<file path="config.mk">
export PLATFORM = sky130hd
export DESIGN_NAME = cmd_event_irq
export DESIGN_NICKNAME = d
export VERILOG_FILES = /design/src/rtl/cdi_pkg.sv /design/src/rtl/cdi_counter.sv /design/src/rtl/cdi_irq.sv /design/src/rtl/cdi_readmux.sv /design/src/rtl/cmd_event_irq.sv
export SDC_FILE = /design/constraint.sdc
export NUM_CORES = 1
export LEC_CHECK = 0
export BUFFER_PORTS_ARGS = -buffer_cell sky130_fd_sc_hd__clkbuf_2
export CORE_MARGIN = 4
export CORE_UTILIZATION = 37
export CTS_CLUSTER_DIAMETER = 50
export DETAILED_ROUTE_END_ITERATION = 7
export GPL_TIMING_DRIVEN = 0
export PLACE_DENSITY = 0.8
export SLEW_MARGIN = 10
export SYNTH_ARGS = -nofsm -noshare
export SYNTH_HDL_FRONTEND = slang
export SYNTH_SLANG_ARGS = --single-unit
export TNS_END_PERCENT = 5
</file>
<file path="constraint.sdc">
create_clock -name clk -period 2.34 [get_ports clk]
set_clock_uncertainty 0.1 [all_clocks]
set_input_delay 0.468 -clock clk [delete_from_list [all_inputs] [get_ports clk]]
set_output_delay 0.468 -clock clk [all_outputs]
set_load 0.01 [all_outputs]
</file>
<file path="src/rtl/cdi_pkg.sv">
// Package: shared layout of the completion status block.
// Holds the register offsets, the field positions that software decodes,
// and the packed type of the configuration bits.
package cdi_pkg;
    localparam int ADDR_W    = 12;
    localparam int DATA_W    = 32;
    localparam int CNT_W     = 6;
    localparam int SIZE_W    = 24;

    localparam logic [ADDR_W-1:0] CFG_OFS    = 12'h000;
    localparam logic [ADDR_W-1:0] STATUS_OFS = 12'h018;
    localparam logic [ADDR_W-1:0] SIZE_OFS   = 12'h030;

    localparam int DONE_LSB  = 0;
    localparam int FLAG_BIT  = 8;
    localparam int PROC_LSB  = 16;
    localparam int LIST_EN_BIT = 31;
    localparam int INT_EN_BIT  = 29;
    localparam int LEVEL_BIT   = 28;

    typedef struct packed {
        logic list_en;
        logic int_en;
        logic level;
    } irq_cfg_t;
endpackage

</file>
<file path="src/rtl/cdi_counter.sv">
// Module: cdi_counter
// Keeps the hardware done count, the software acknowledged count and the
// sticky event flag.
// Assumes that inc is a single-cycle event, and that ack_wr carries one
// software status write per cycle.
module cdi_counter #(
    parameter int CNT_W = 6
) (
    input  logic             clk,
    input  logic             rst_n,
    input  logic             inc,
    input  logic             ack_wr,
    input  logic [CNT_W-1:0] ack_val,
    input  logic             ack_flag,
    output logic [CNT_W-1:0] done_cnt,
    output logic [CNT_W-1:0] proc_cnt,
    output logic             evt_flag
);
    // Update the counts and the flag; an increment always beats a clear.
    always_ff @(posedge clk) begin
        if (!rst_n) begin
            done_cnt <= '0;
            proc_cnt <= '0;
            evt_flag <= 1'b0;
        end else begin
            if (inc)
                done_cnt <= done_cnt + 1'b1;
            if (ack_wr)
                proc_cnt <= ack_val;
            if (inc)
                evt_flag <= 1'b1;
            else if (ack_wr && !ack_flag)
                evt_flag <= 1'b0;
        end
    end


    done_step_chk: assert property (@(posedge clk) disable iff (!rst_n)
        ($past(rst_n) && $past(inc)) |-> (done_cnt == CNT_W'($past(done_cnt) + 1'b1)));

    done_hold_chk: assert property (@(posedge clk) disable iff (!rst_n)
        ($past(rst_n) && !$past(inc)) |-> $stable(done_cnt));

    flag_set_chk: assert property (@(posedge clk) disable iff (!rst_n)
        ($past(rst_n) && $past(inc)) |-> evt_flag);

    ack_load_chk: assert property (@(posedge clk) disable iff (!rst_n)
        ($past(rst_n) && $past(ack_wr)) |-> (proc_cnt == $past(ack_val)));
endmodule

</file>
<file path="src/rtl/cdi_irq.sv">
// Module: cdi_irq
// Holds the three configuration bits and forms the interrupt line, either
// as a level from a count mismatch or as a one-cycle pulse after each
// increment.
// Assumes that cfg_wr is a decoded write to the configuration word.
module cdi_irq #(
    parameter int CNT_W = 6
) (
    input  logic              clk,
    input  logic              rst_n,
    input  logic              cfg_wr,
    input  cdi_pkg::irq_cfg_t cfg_new,
    input  logic              inc,
    input  logic [CNT_W-1:0]  done_cnt,
    input  logic [CNT_W-1:0]  proc_cnt,
    output cdi_pkg::irq_cfg_t cfg,
    output logic              irq
);
    logic inc_q;
    logic enabled;
    logic pending;

    // Store the configuration bits and remember the last increment.
    always_ff @(posedge clk) begin
        if (!rst_n) begin
            cfg   <= '0;
            inc_q <= 1'b0;
        end else begin
            if (cfg_wr)
                cfg <= cfg_new;
            inc_q <= inc;
        end
    end

    // Select the level or pulse source and gate it with both enables.
    always_comb begin
        enabled = cfg.list_en && cfg.int_en;
        pending = (done_cnt != proc_cnt);
        irq     = enabled && (cfg.level ? pending : inc_q);
    end


    irq_gate_chk: assert property (@(posedge clk) disable iff (!rst_n)
        !(cfg.list_en && cfg.int_en) |-> !irq);

    irq_level_chk: assert property (@(posedge clk) disable iff (!rst_n)
        (cfg.level && irq) |-> (done_cnt != proc_cnt));

    irq_pulse_chk: assert property (@(posedge clk) disable iff (!rst_n)
        ($past(rst_n) && !cfg.level && irq) |-> (done_cnt != $past(done_cnt)));
endmodule

</file>
<file path="src/rtl/cdi_readmux.sv">
// Module: cdi_readmux
// Combinational read path: assembles the status, configuration and
// active-size words for the selected offset, and returns zero elsewhere.
// Assumes the offsets decode to full equality with no aliasing.
module cdi_readmux #(
    parameter int ADDR_W = 12,
    parameter int DATA_W = 32,
    parameter int CNT_W  = 6,
    parameter int SIZE_W = 24
) (
    input  logic [ADDR_W-1:0] addr,
    input  logic [CNT_W-1:0]  done_cnt,
    input  logic [CNT_W-1:0]  proc_cnt,
    input  logic              evt_flag,
    input  cdi_pkg::irq_cfg_t cfg,
    input  logic [SIZE_W-1:0] xfer_left,
    output logic [DATA_W-1:0] rdata
);
    import cdi_pkg::*;

    // Build the addressed word with every unlisted bit at zero.
    always_comb begin
        rdata = '0;
        unique case (addr)
            STATUS_OFS: begin
                rdata[DONE_LSB +: CNT_W] = done_cnt;
                rdata[FLAG_BIT]          = evt_flag;
                rdata[PROC_LSB +: CNT_W] = proc_cnt;
            end
            CFG_OFS: begin
                rdata[LIST_EN_BIT] = cfg.list_en;
                rdata[INT_EN_BIT]  = cfg.int_en;
                rdata[LEVEL_BIT]   = cfg.level;
            end
            SIZE_OFS: rdata[SIZE_W-1:0] = xfer_left;
            default:  rdata = '0;
        endcase
    end
endmodule

</file>
<file path="src/rtl/cmd_event_irq.sv">
// Module: cmd_event_irq (top)
// Per-channel completion status register with a gated interrupt.
// Decodes register writes, then hands them to the counter and to the
// interrupt stage.
// Assumes done_pulse is synchronous to clk and that bus_addr is stable
// while it is read.
module cmd_event_irq
    import cdi_pkg::*;
(
    input  logic              clk,
    input  logic              rst_n,
    input  logic              bus_wen,
    input  logic [ADDR_W-1:0] bus_addr,
    input  logic [DATA_W-1:0] bus_wdata,
    output logic [DATA_W-1:0] bus_rdata,
    input  logic              done_pulse,
    input  logic [SIZE_W-1:0] xfer_left,
    output logic              irq
);
    logic             wr_status;
    logic             wr_cfg;
    irq_cfg_t         cfg_new;
    irq_cfg_t         cfg;
    logic [CNT_W-1:0] done_cnt;
    logic [CNT_W-1:0] proc_cnt;
    logic             evt_flag;

    // Decode the write strobes and pick out the configuration bits.
    always_comb begin
        wr_status       = bus_wen && (bus_addr == STATUS_OFS);
        wr_cfg          = bus_wen && (bus_addr == CFG_OFS);
        cfg_new.list_en = bus_wdata[LIST_EN_BIT];
        cfg_new.int_en  = bus_wdata[INT_EN_BIT];
        cfg_new.level   = bus_wdata[LEVEL_BIT];
    end

    cdi_counter #(.CNT_W(CNT_W)) u_counter (
        .clk      (clk),
        .rst_n    (rst_n),
        .inc      (done_pulse),
        .ack_wr   (wr_status),
        .ack_val  (bus_wdata[PROC_LSB +: CNT_W]),
        .ack_flag (bus_wdata[FLAG_BIT]),
        .done_cnt (done_cnt),
        .proc_cnt (proc_cnt),
        .evt_flag (evt_flag)
    );

    cdi_irq #(.CNT_W(CNT_W)) u_irq (
        .clk      (clk),
        .rst_n    (rst_n),
        .cfg_wr   (wr_cfg),
        .cfg_new  (cfg_new),
        .inc      (done_pulse),
        .done_cnt (done_cnt),
        .proc_cnt (proc_cnt),
        .cfg      (cfg),
        .irq      (irq)
    );

    cdi_readmux #(
        .ADDR_W (ADDR_W),
        .DATA_W (DATA_W),
        .CNT_W  (CNT_W),
        .SIZE_W (SIZE_W)
    ) u_readmux (
        .addr      (bus_addr),
        .done_cnt  (done_cnt),
        .proc_cnt  (proc_cnt),
        .evt_flag  (evt_flag),
        .cfg       (cfg),
        .xfer_left (xfer_left),
        .rdata     (bus_rdata)
    );


    flag_clear_chk: assert property (@(posedge clk) disable iff (!rst_n)
        ($past(rst_n) && $past(wr_status) && !$past(bus_wdata[FLAG_BIT])
         && !$past(done_pulse)) |-> !evt_flag);

    reset_quiet_chk: assert property (@(posedge clk)
        !$past(rst_n) |-> (!irq && done_cnt == '0 && proc_cnt == '0));
endmodule

</file>
# Word level (Yosys, flattened, before mapping)
# Index checks and enable logic that the tools add are counted.
# word_totals
latchBits	0
register_bits	17
inputBits	72
ramBits	0
wordCells	30
romBits	0
n_memories	0
out_inout_bits	33
# classes
bitwise	0
eq_ne	3
n_mux	11
n_shift	0
div	0
add_sub_neg	1
n_lt_le_gt_ge	0
multipliers	0
n_reduce_logical	8
# ops
cell	n
case mux 6 bit (2 select lines)	2
== test 12 x 5 -> 1 bit, second input constant	1
== test 12 x 6 -> 1 bit, second input constant	1
logical NOT 12 bit	1
two-way mux 7 bit	1
adder 6 x 1 -> 6 bit, second input constant	1
two-way mux 2 bit	3
!= test 6 bit	1
logical AND 1 bit	5
two-way mux 1 bit	4
case mux 1 bit (2 select lines)	1
nonzero test 2 bit	1
logical NOT 1 bit	1

# Longest topological paths before layout
# Gate-level depths: netlist of the first run.
# logic_depth
word_depth	5
mapped_depth	5
ltp_nobuf	4

# Cells and area by module
# From an unflattened synthesis of the first run, not the netlist that was laid out.
# unflattened
hier_cells	174
area_unflattened_um2	1587.8
# by_module_without_submodules
mod	area_per_inst_um2	cells_per_inst	seq_area_each_um2	n_inst
cdi_readmux	774.5	97	0.0	1
cdi_counter	529.3	49	260.2	1
cdi_irq	225.2	21	80.1	1
cmd_event_irq	58.8	7	0.0	1

# Least setup slack after synthesis of the first run
# No wires, ideal clock.
# synth_timing
kind	input to output
start	in bus_addr[9]
end	out bus_rdata[2]
stages	5
path_slack_ns	0.011
required_ns	1.772
n_path_buf	1
arrival_time_ns	1.761
cell_sequence	or4_4 -> nor3b_2 -> buf_4 -> a22oi_1 -> nor2_1
# synth_between
elab_chain_len	2
word_cells_on_any_way	3
cone_classes	eq/ne (2); mux (1)
# synth_rtl
element	line	text
start: declaration	cmd_event_irq.sv:13	input logic [ADDR_W-1:0] bus_addr,
== test 12 x 6 -> 1 bit / == test 12 x 5 -> 1 bit (equally long branches)	cdi_readmux.sv:24	unique case (addr)
case mux 6 bit (2 select lines) (*)	cdi_readmux.sv:24	
end: declaration	cmd_event_irq.sv:15	output logic [DATA_W-1:0] bus_rdata,
# Every way passes the cells marked *; elsewhere a longest branch is shown, timed or not.

# Worst setup path in the final report of the first run
# layout_timing
start	in bus_addr[9]
end	out bus_rdata[13]
# layout_between
elab_chain_len	2
# layout_rtl
element	line
== test 12 x 6 -> 1 bit	cdi_readmux.sv:24
two-way mux 7 bit	cdi_readmux.sv:24
# No other way between the ends.

==> results of run 1 <==
routing by layer:
metal | track usage | vias up | routed length (um)
met3 | 0.0444 | 5 | 269
met1 | 0.172 | 593 | 1260
met5 | 0 | - | 0
met2 | 0.280 | 54 | 1720
met4 | 0.0593 | 0 | 40
li1 | - | 671 | -
Yosys cell counts, types with 6 or more instances:
master | n | area, um2
xnor2_1 | 6 | 52.6
nand2_1 | 16 | 60.1
dfxtp_1 | 17 | 340
clkbuf_1 | 6 | 22.5
o21ai_1 | 6 | 30.0
and2_1 | 19 | 119
a22oi_1 | 13 | 97.6
nor2_1 | 15 | 56.3
buf_4 | 6 | 45.0
nand3_1 | 6 | 30.0
flip-flops by register name, indices dropped and copies added, names as in the netlist:
name and flops:
u_counter.done_cnt 6, u_counter.evt_flag 1, u_irq.inc_q 1, u_counter.proc_cnt 6, u_irq.cfg 3
layout by cell type, fill, tap and decap left out, types with 5 or more instances in the layout:
master	instances
clkbuf_2	51
and2_1	14
clkbuf_1	7
nand3_1	6
dfxtp_1	17
nor2_1	15
buf_4	10
conb_1	5
nand2_1	16
o21ai_1	6
buf_6	10
buf_2	18
xnor2_1	6
a22oi_1	13
and2_4	5
cell families (layout without fill, tap and decap cells):
kind of cell	Yosys count	after routing	share of synthesized area
simple gates	75	75	0.371
xor+xnor	10	10	0.0768
fa+ha+maj	1	1	0.0110
flops	17	17	0.298
other cells	1	5	0.00329
compound gates	23	23	0.134
mux	4	4	0.0351
buf+inv	15	100	0.0713
power groups by stage:
stage          Combinational [mW]  Sequential (mW)  Clock, mW
6_report                   0.0951            0.302      0.156
5_1_grt                     0.107            0.303      0.172
4_1_cts                    0.0920            0.302      0.158
3_5_place_dp               0.0894            0.309          0
3_3_place_gp               0.0876            0.309          0
2_1_floorplan              0.0420            0.307          0
cell type report:
class,instances,area [um2]
fill,278,1120
multi-input combinational,118,766
timing repair buffer,81,462
sequential,17,340
buffer,14,93.8
tap,31,38.8
clock buffer,4,26.3
inverter,1,3.75
worst min-delay path by stage:
stage / startpoint / endpoint / slack [ns] / depth (start not counted)
2_1_floorplan: u_irq.cfg[2]$_SDFFE_PN0P_ / u_irq.cfg[2]$_SDFFE_PN0P_ / 0.34 / 2
3_3_place_gp: u_irq.cfg[2]$_SDFFE_PN0P_ / u_irq.cfg[2]$_SDFFE_PN0P_ / 0.36 / 2
3_5_place_dp: u_irq.cfg[1]$_SDFFE_PN0P_ / u_irq.cfg[1]$_SDFFE_PN0P_ / 0.37 / 2
4_1_cts: bus_wdata[20] / u_counter.proc_cnt[4]$_SDFFE_PN0P_ / 0.28 / 3
5_1_grt: bus_wdata[20] / u_counter.proc_cnt[4]$_SDFFE_PN0P_ / 0.27 / 3
6_report: bus_wdata[20] / u_counter.proc_cnt[4]$_SDFFE_PN0P_ / 0.28 / 3
what timing repair did:
item                       CTS  global route
gates cloned                 0             1
pin swaps                    4             8
setup buffers                2             3
gates resized for setup      5            39
setup endpoints to repair   24            27
critical path, cell delays in order:
cell	delay (ns)
buf_6	0.09
or4_4	0.58
nor3b_4	0.27
and2b_2	0.22
buf_6	0.11
and2_1	0.11
buf_2	0.13
==> flow_summary_export.csv, run 1 <==
group,metric,value,unit
run_status,status,"complete, but fails checks",
run_status,violations,"setup timing",
layout,nNetsFinal,309,
sta,rsz0062_at_grt,"yes",
global_route,grt_pass1_wl,5240,um
placed_design,dp.cells,256,
pwr,p_seq_frac,0.547,
critical_path,r2r_slack,1.00,ns
floorplanning,initial_core_util,0.400,
critical_path,cp-endpoint,"bus_rdata[13]",
layout,final_cells,266,
global_route,grt_pass1_vias,1240,
floorplanning,die_area,4040,um2
critical_path,critPathMaxFanout,5,
floorplanning,rows,19,
pwr,ir_drop,264,uV
critical_path,cp.required,1.77,ns
critical_path,reg2reg_depth,3,
placed_design,placedInstanceArea,1570,um2
pwr,p_switching,0.139,mW
cts,cts_sinks,17,
sta,fin_crit,2.54,ns
hold_path,hold_class,"input pin to flop",
layout,fin_area,1730,um2
drt,finalWirelength,3290,um
layout,synthToLayoutAreaGrowth,51.6,%
cts,cts_made_buffers,3,
floorplanning,chipHeight,63.5,um
global_route,grt_util_all_layers,0.156,
logic_synthesis,syn_inst,146,
layout,num_antenna_cells,0,
critical_path,reg2reg_to,"u_counter.done_cnt[5]$_SDFFE_PN0P_",
critical_path,crit_type,"input pin to output port",
critical_path,critPathArrivalTime,1.97,ns
logic_synthesis,yosysUniqueCellTypes,30,
cts,cts_buffer_depth,2,
global_route,grt_max_degree,11,
cts,cts_hold_buf,0,
global_route,gr-total-overflow,0,
floorplanning,coreArea,2850,um2
cts,cts_tree,"done",
pwr,power_frac_clock,0.281,
sta,fin_ws,-0.199,ns
logic_synthesis,yosysWarnings,0,
floorplanning,io-pin-count,105,
sta,slew_violations,0,
sta,fmax,394,MHz
cts,htreeDepth,1,
drt,drtAntennaViolNets,0,
placed_design,io_buffers,75,
pwr,power_leakage,0.842,nW
placed_design,pre_cts_ws,-0.261,ns
critical_path,startpoint_type,"input pin",
critical_path,cp-end-kind,"output port",
cts,insertion_delay,0.29,ns
sta,final_hold_viol_count,0,
logic_synthesis,syn_area,1140,um2
critical_path,critPathLaunch,"bus_addr[9]",
placed_design,place.gp.congestion,0.773,
sta,holdWs,0.285,ns
drt,drt-pass1-iter-count,4,
layout,utilization,0.607,
critical_path,regToRegStartpoint,"u_counter.done_cnt[0]$_SDFFE_PN0P_",
sta,finalSetupViolations,24,
sta,timing.setup.tns,-3.65,ns
job,drv_cap,0,
layout,drive_gt1_frac,0.438,
logic_synthesis,synth-edff-count,0,
logic_synthesis,synth_ff_type,"dfxtp_1",
logic_synthesis,ys_seq_area_frac,0.298,
cts,cts-root-buf,"clkbuf_4",
logic_synthesis,synth_seq_cells,17,
global_route,grt_antenna_before_repair,0,
logic_synthesis,synth.avg_cell_area,7.82,um2
drt,viasPerCell,4.97,
pwr,sw_frac_of_total,0.251,
drt,num_vias,1323,
floorplanning,fp.dieW,63.5,um
logic_synthesis,async_reset_ff_frac,0,
pwr,comb_power_share,0.172,
pwr,total_power,0.553,mW
sta,finalCritPeriodShare,1.09,
drt,drc,0,
pwr,intPower,0.414,mW
placed_design,post-dp-hpwl,2590,um
cts,clkTransAtPathRegs,0.10,ns
pwr,p_per_area,320,nW/um2
drt,drt_iter0_drc,22,
drt,wl_per_cell,12.4,um
Note: power is estimated with default switching activity, not from simulation.
==> run 2: changes to the inputs <==
Settings changed: ABC_AREA from default to 1, CORE_UTILIZATION 37 to 43, PLACE_DENSITY 0.8 to 0.86, SYNTH_HIERARCHICAL from default to 1.
Clock period 2.34 ns to 3 ns, I/O delays scaled along.
==> flow_summary_export.csv, run 2 <==
group,metric,value,unit
hold_path,hold_class,"flop to flop",
drt,wl_per_cell,9.25,um
placed_design,post-dp-hpwl,2970,um
cts,cts_setup_buffers,0,
cts,cts_made_buffers,3,
cts,clkTransAtPathRegs,0.09,ns
sta,holdWs,0.411,ns
floorplanning,initial_core_util,0.447,
sta,final_hold_viol_count,0,
drt,drt-pass1-iter-count,4,
layout,synthToLayoutAreaGrowth,35.4,%
layout,final_cell_mix,"clkbuf_2 (78), inv_1 (45), nor2_1 (45), nand2_1 (43), nand3_1 (30)",
drt,drc,0,
logic_synthesis,ys_top_cells_by_area,"dfxtp_1 (25%), inv_1 (12%), nor2_1 (12%)",
placed_design,io_buffers,77,
logic_synthesis,synth.top_cells.by_count,"inv_1 (45), nor2_1 (45), nand2_1 (43)",
placed_design,place.gp.congestion,0.750,
drt,num_vias,1627,
layout,drive_gt1_frac,0.356,
layout,num_antenna_cells,0,
sta,fin_crit,2.24,ns
hold_path,holdPathStages,2,
cts,cts_hold_buf,0,
logic_synthesis,synth-edff-count,0,
global_route,grt_max_degree,11,
logic_synthesis,async_reset_ff_frac,0,
hold_path,min_from,"u_counter/evt_flag$_SDFFE_PN0P_",
job,drv_cap,0,
critical_path,startpoint_type,"input pin",
logic_synthesis,ys_seq_area_frac,0.249,
floorplanning,io-pin-count,105,
sta,slew_violations,0,
logic_synthesis,yosysWarnings,6,
layout,utilization,0.605,
hold_path,hold_end,"u_counter/evt_flag$_SDFFE_PN0P_",
floorplanning,rows,20,
global_route,grt_pass1_wl,5640,um
global_route,gr-total-overflow,0,
layout,nNetsFinal,397,
sta,fmax,447,MHz
logic_synthesis,syn_area,1370,um2
critical_path,regToRegStartpoint,"u_counter/done_cnt[0]$_SDFFE_PN0P_",
layout,final_common_cell,"clkbuf_2",
global_route,grt_util_all_layers,0.166,
drt,drt_iter0_drc,27,
logic_synthesis,synth_ff_type,"dfxtp_1",
pwr,p_per_area,237,nW/um2
pwr,ir_drop,183,uV
cts,cts_sinks,17,
logic_synthesis,synth_top_area_frac,0.249,
drt,drtAntennaViolNets,0,
critical_path,crit_type,"input pin to output port",
critical_path,critPathArrivalTime,1.54,ns
cts,htreeDepth,1,
layout,largest_registers,"u_counter/done_cnt: 6 flops, u_counter/proc_cnt: 6 flops, u_irq/cfg: 3 flops",
layout,final.fill_count,310,
critical_path,cp.required,2.30,ns
drt,finalWirelength,3400,um
drt,viasPerCell,4.43,
floorplanning,fp.dieW,64.3,um
cts,cts_buffer_depth,2,
floorplanning,coreArea,3050,um2
floorplanning,chipHeight,64.3,um
floorplanning,die_area,4140,um2
cts,cts-root-buf,"clkbuf_4",
critical_path,reg2reg_to,"u_counter/done_cnt[4]$_SDFFE_PN0P_",
cts,cts-resized-gates,0,
logic_synthesis,synth_seq_cells,17,
run_status,status,"finished, final reports clean",
critical_path,r2r_slack,1.78,ns
sta,timing.setup.tns,0,ns
logic_synthesis,syn_inst,238,
critical_path,critPathMaxFanout,10,
global_route,grt_pass1_vias,1403,
sta,finalSetupViolations,0,
critical_path,reg2reg_depth,4,
pwr,power_leakage,1.07,nW
global_route,grt_antenna_before_repair,0,
logic_synthesis,synth_area_leader_cell,"dfxtp_1",
cts,cts_tree,"done",
cts,insertion_delay,0.30,ns
logic_synthesis,synth.avg_cell_area,5.74,um2
pwr,total_power,0.438,mW
sta,rsz0062_at_grt,"no",
critical_path,cp-end-kind,"output port",
sta,finalCritPeriodShare,0.745,
logic_synthesis,yosysUniqueCellTypes,20,
## run 2: changes by cell type after synthesis, sizes merged, moves of 5 or more
cell	delta
nand3	+25
xnor2	-6
nor2	+48
nand2	+31
and2	-19
clkbuf	-5
o21ai	+6
inv	+44
a22oi	-13
## run 2: worst max path at each step
stage,from,to,slack [ns]
finish,bus_addr[7],bus_rdata[0],0.76
CTS,bus_addr[7],bus_rdata[0],0.75
global placement,bus_addr[7],bus_rdata[0],0.75
floorplan,bus_addr[11],bus_rdata[10],1.02
global route,bus_addr[9],bus_rdata[2],0.58
detailed placement,bus_addr[7],bus_rdata[0],0.76
## run 2: per-stage QoR
stage / std cells / area, um2 / worst slack, ns
final: 367 / 1850 / 0.764
after CTS: 367 / 1850 / 0.753
after floorplan: 242 / 1380 / 1.02
after global routing: 367 / 1850 / 0.585
after detailed placement: 363 / 1820 / 0.756
after global placement: 363 / 1820 / 0.752
## run 2: final cells by class
type / instances / area [um2] / share of cell area
sequential: 17 / 340 / 0.184
clock buffer: 3 / 22.5 / 0.0122
timing repair buffer: 77 / 385 / 0.209
buffer: 11 / 83.8 / 0.0454
inverter: 45 / 169 / 0.0914
multi-input combinational: 169 / 787 / 0.426
tap: 44 / 55.1 / 0.0298
clock inverter: 1 / 5.00 / 0.00271
## run 2: worst max-delay path, cell delays in order
cell	delay, ns
clkbuf_2	0.09
nor2_2	0.14
inv_1	0.06
nor2_2	0.16
buf_4	0.18
nand3_1	0.09
nand2_1	0.08
clkbuf_2	0.13
## run 2: report_power, final
part	internal [mW]	leakage (nW)	switching, mW	total, mW
clock	0.0498	0.0177	0.0727	0.123
sequential	0.230	0.138	0.00552	0.235
combinational	0.0404	0.917	0.0401	0.0805
## run 2: layer usage
metal | vias to the layer above | track usage | part of all wire
li1 | 878 | - | -
met5 | - | 0 | 0
met4 | 0 | 0.0871 | 0.021
met3 | 5 | 0.0264 | 0.082
met1 | 690 | 0.182 | 0.43
met2 | 54 | 0.304 | 0.47
## run 2: logic make-up (layout without fill, tap and decap cells)
group                      after synthesis  in the layout  synth area share
AOI/OAI and AO/OA                       20             20            0.0770
adders and majority gates                1              1           0.00916
buffers and inverters                   56            137             0.185
DFF                                     17             17             0.249
other                                    1              5           0.00275
and+or+nand+nor                        143            143             0.477
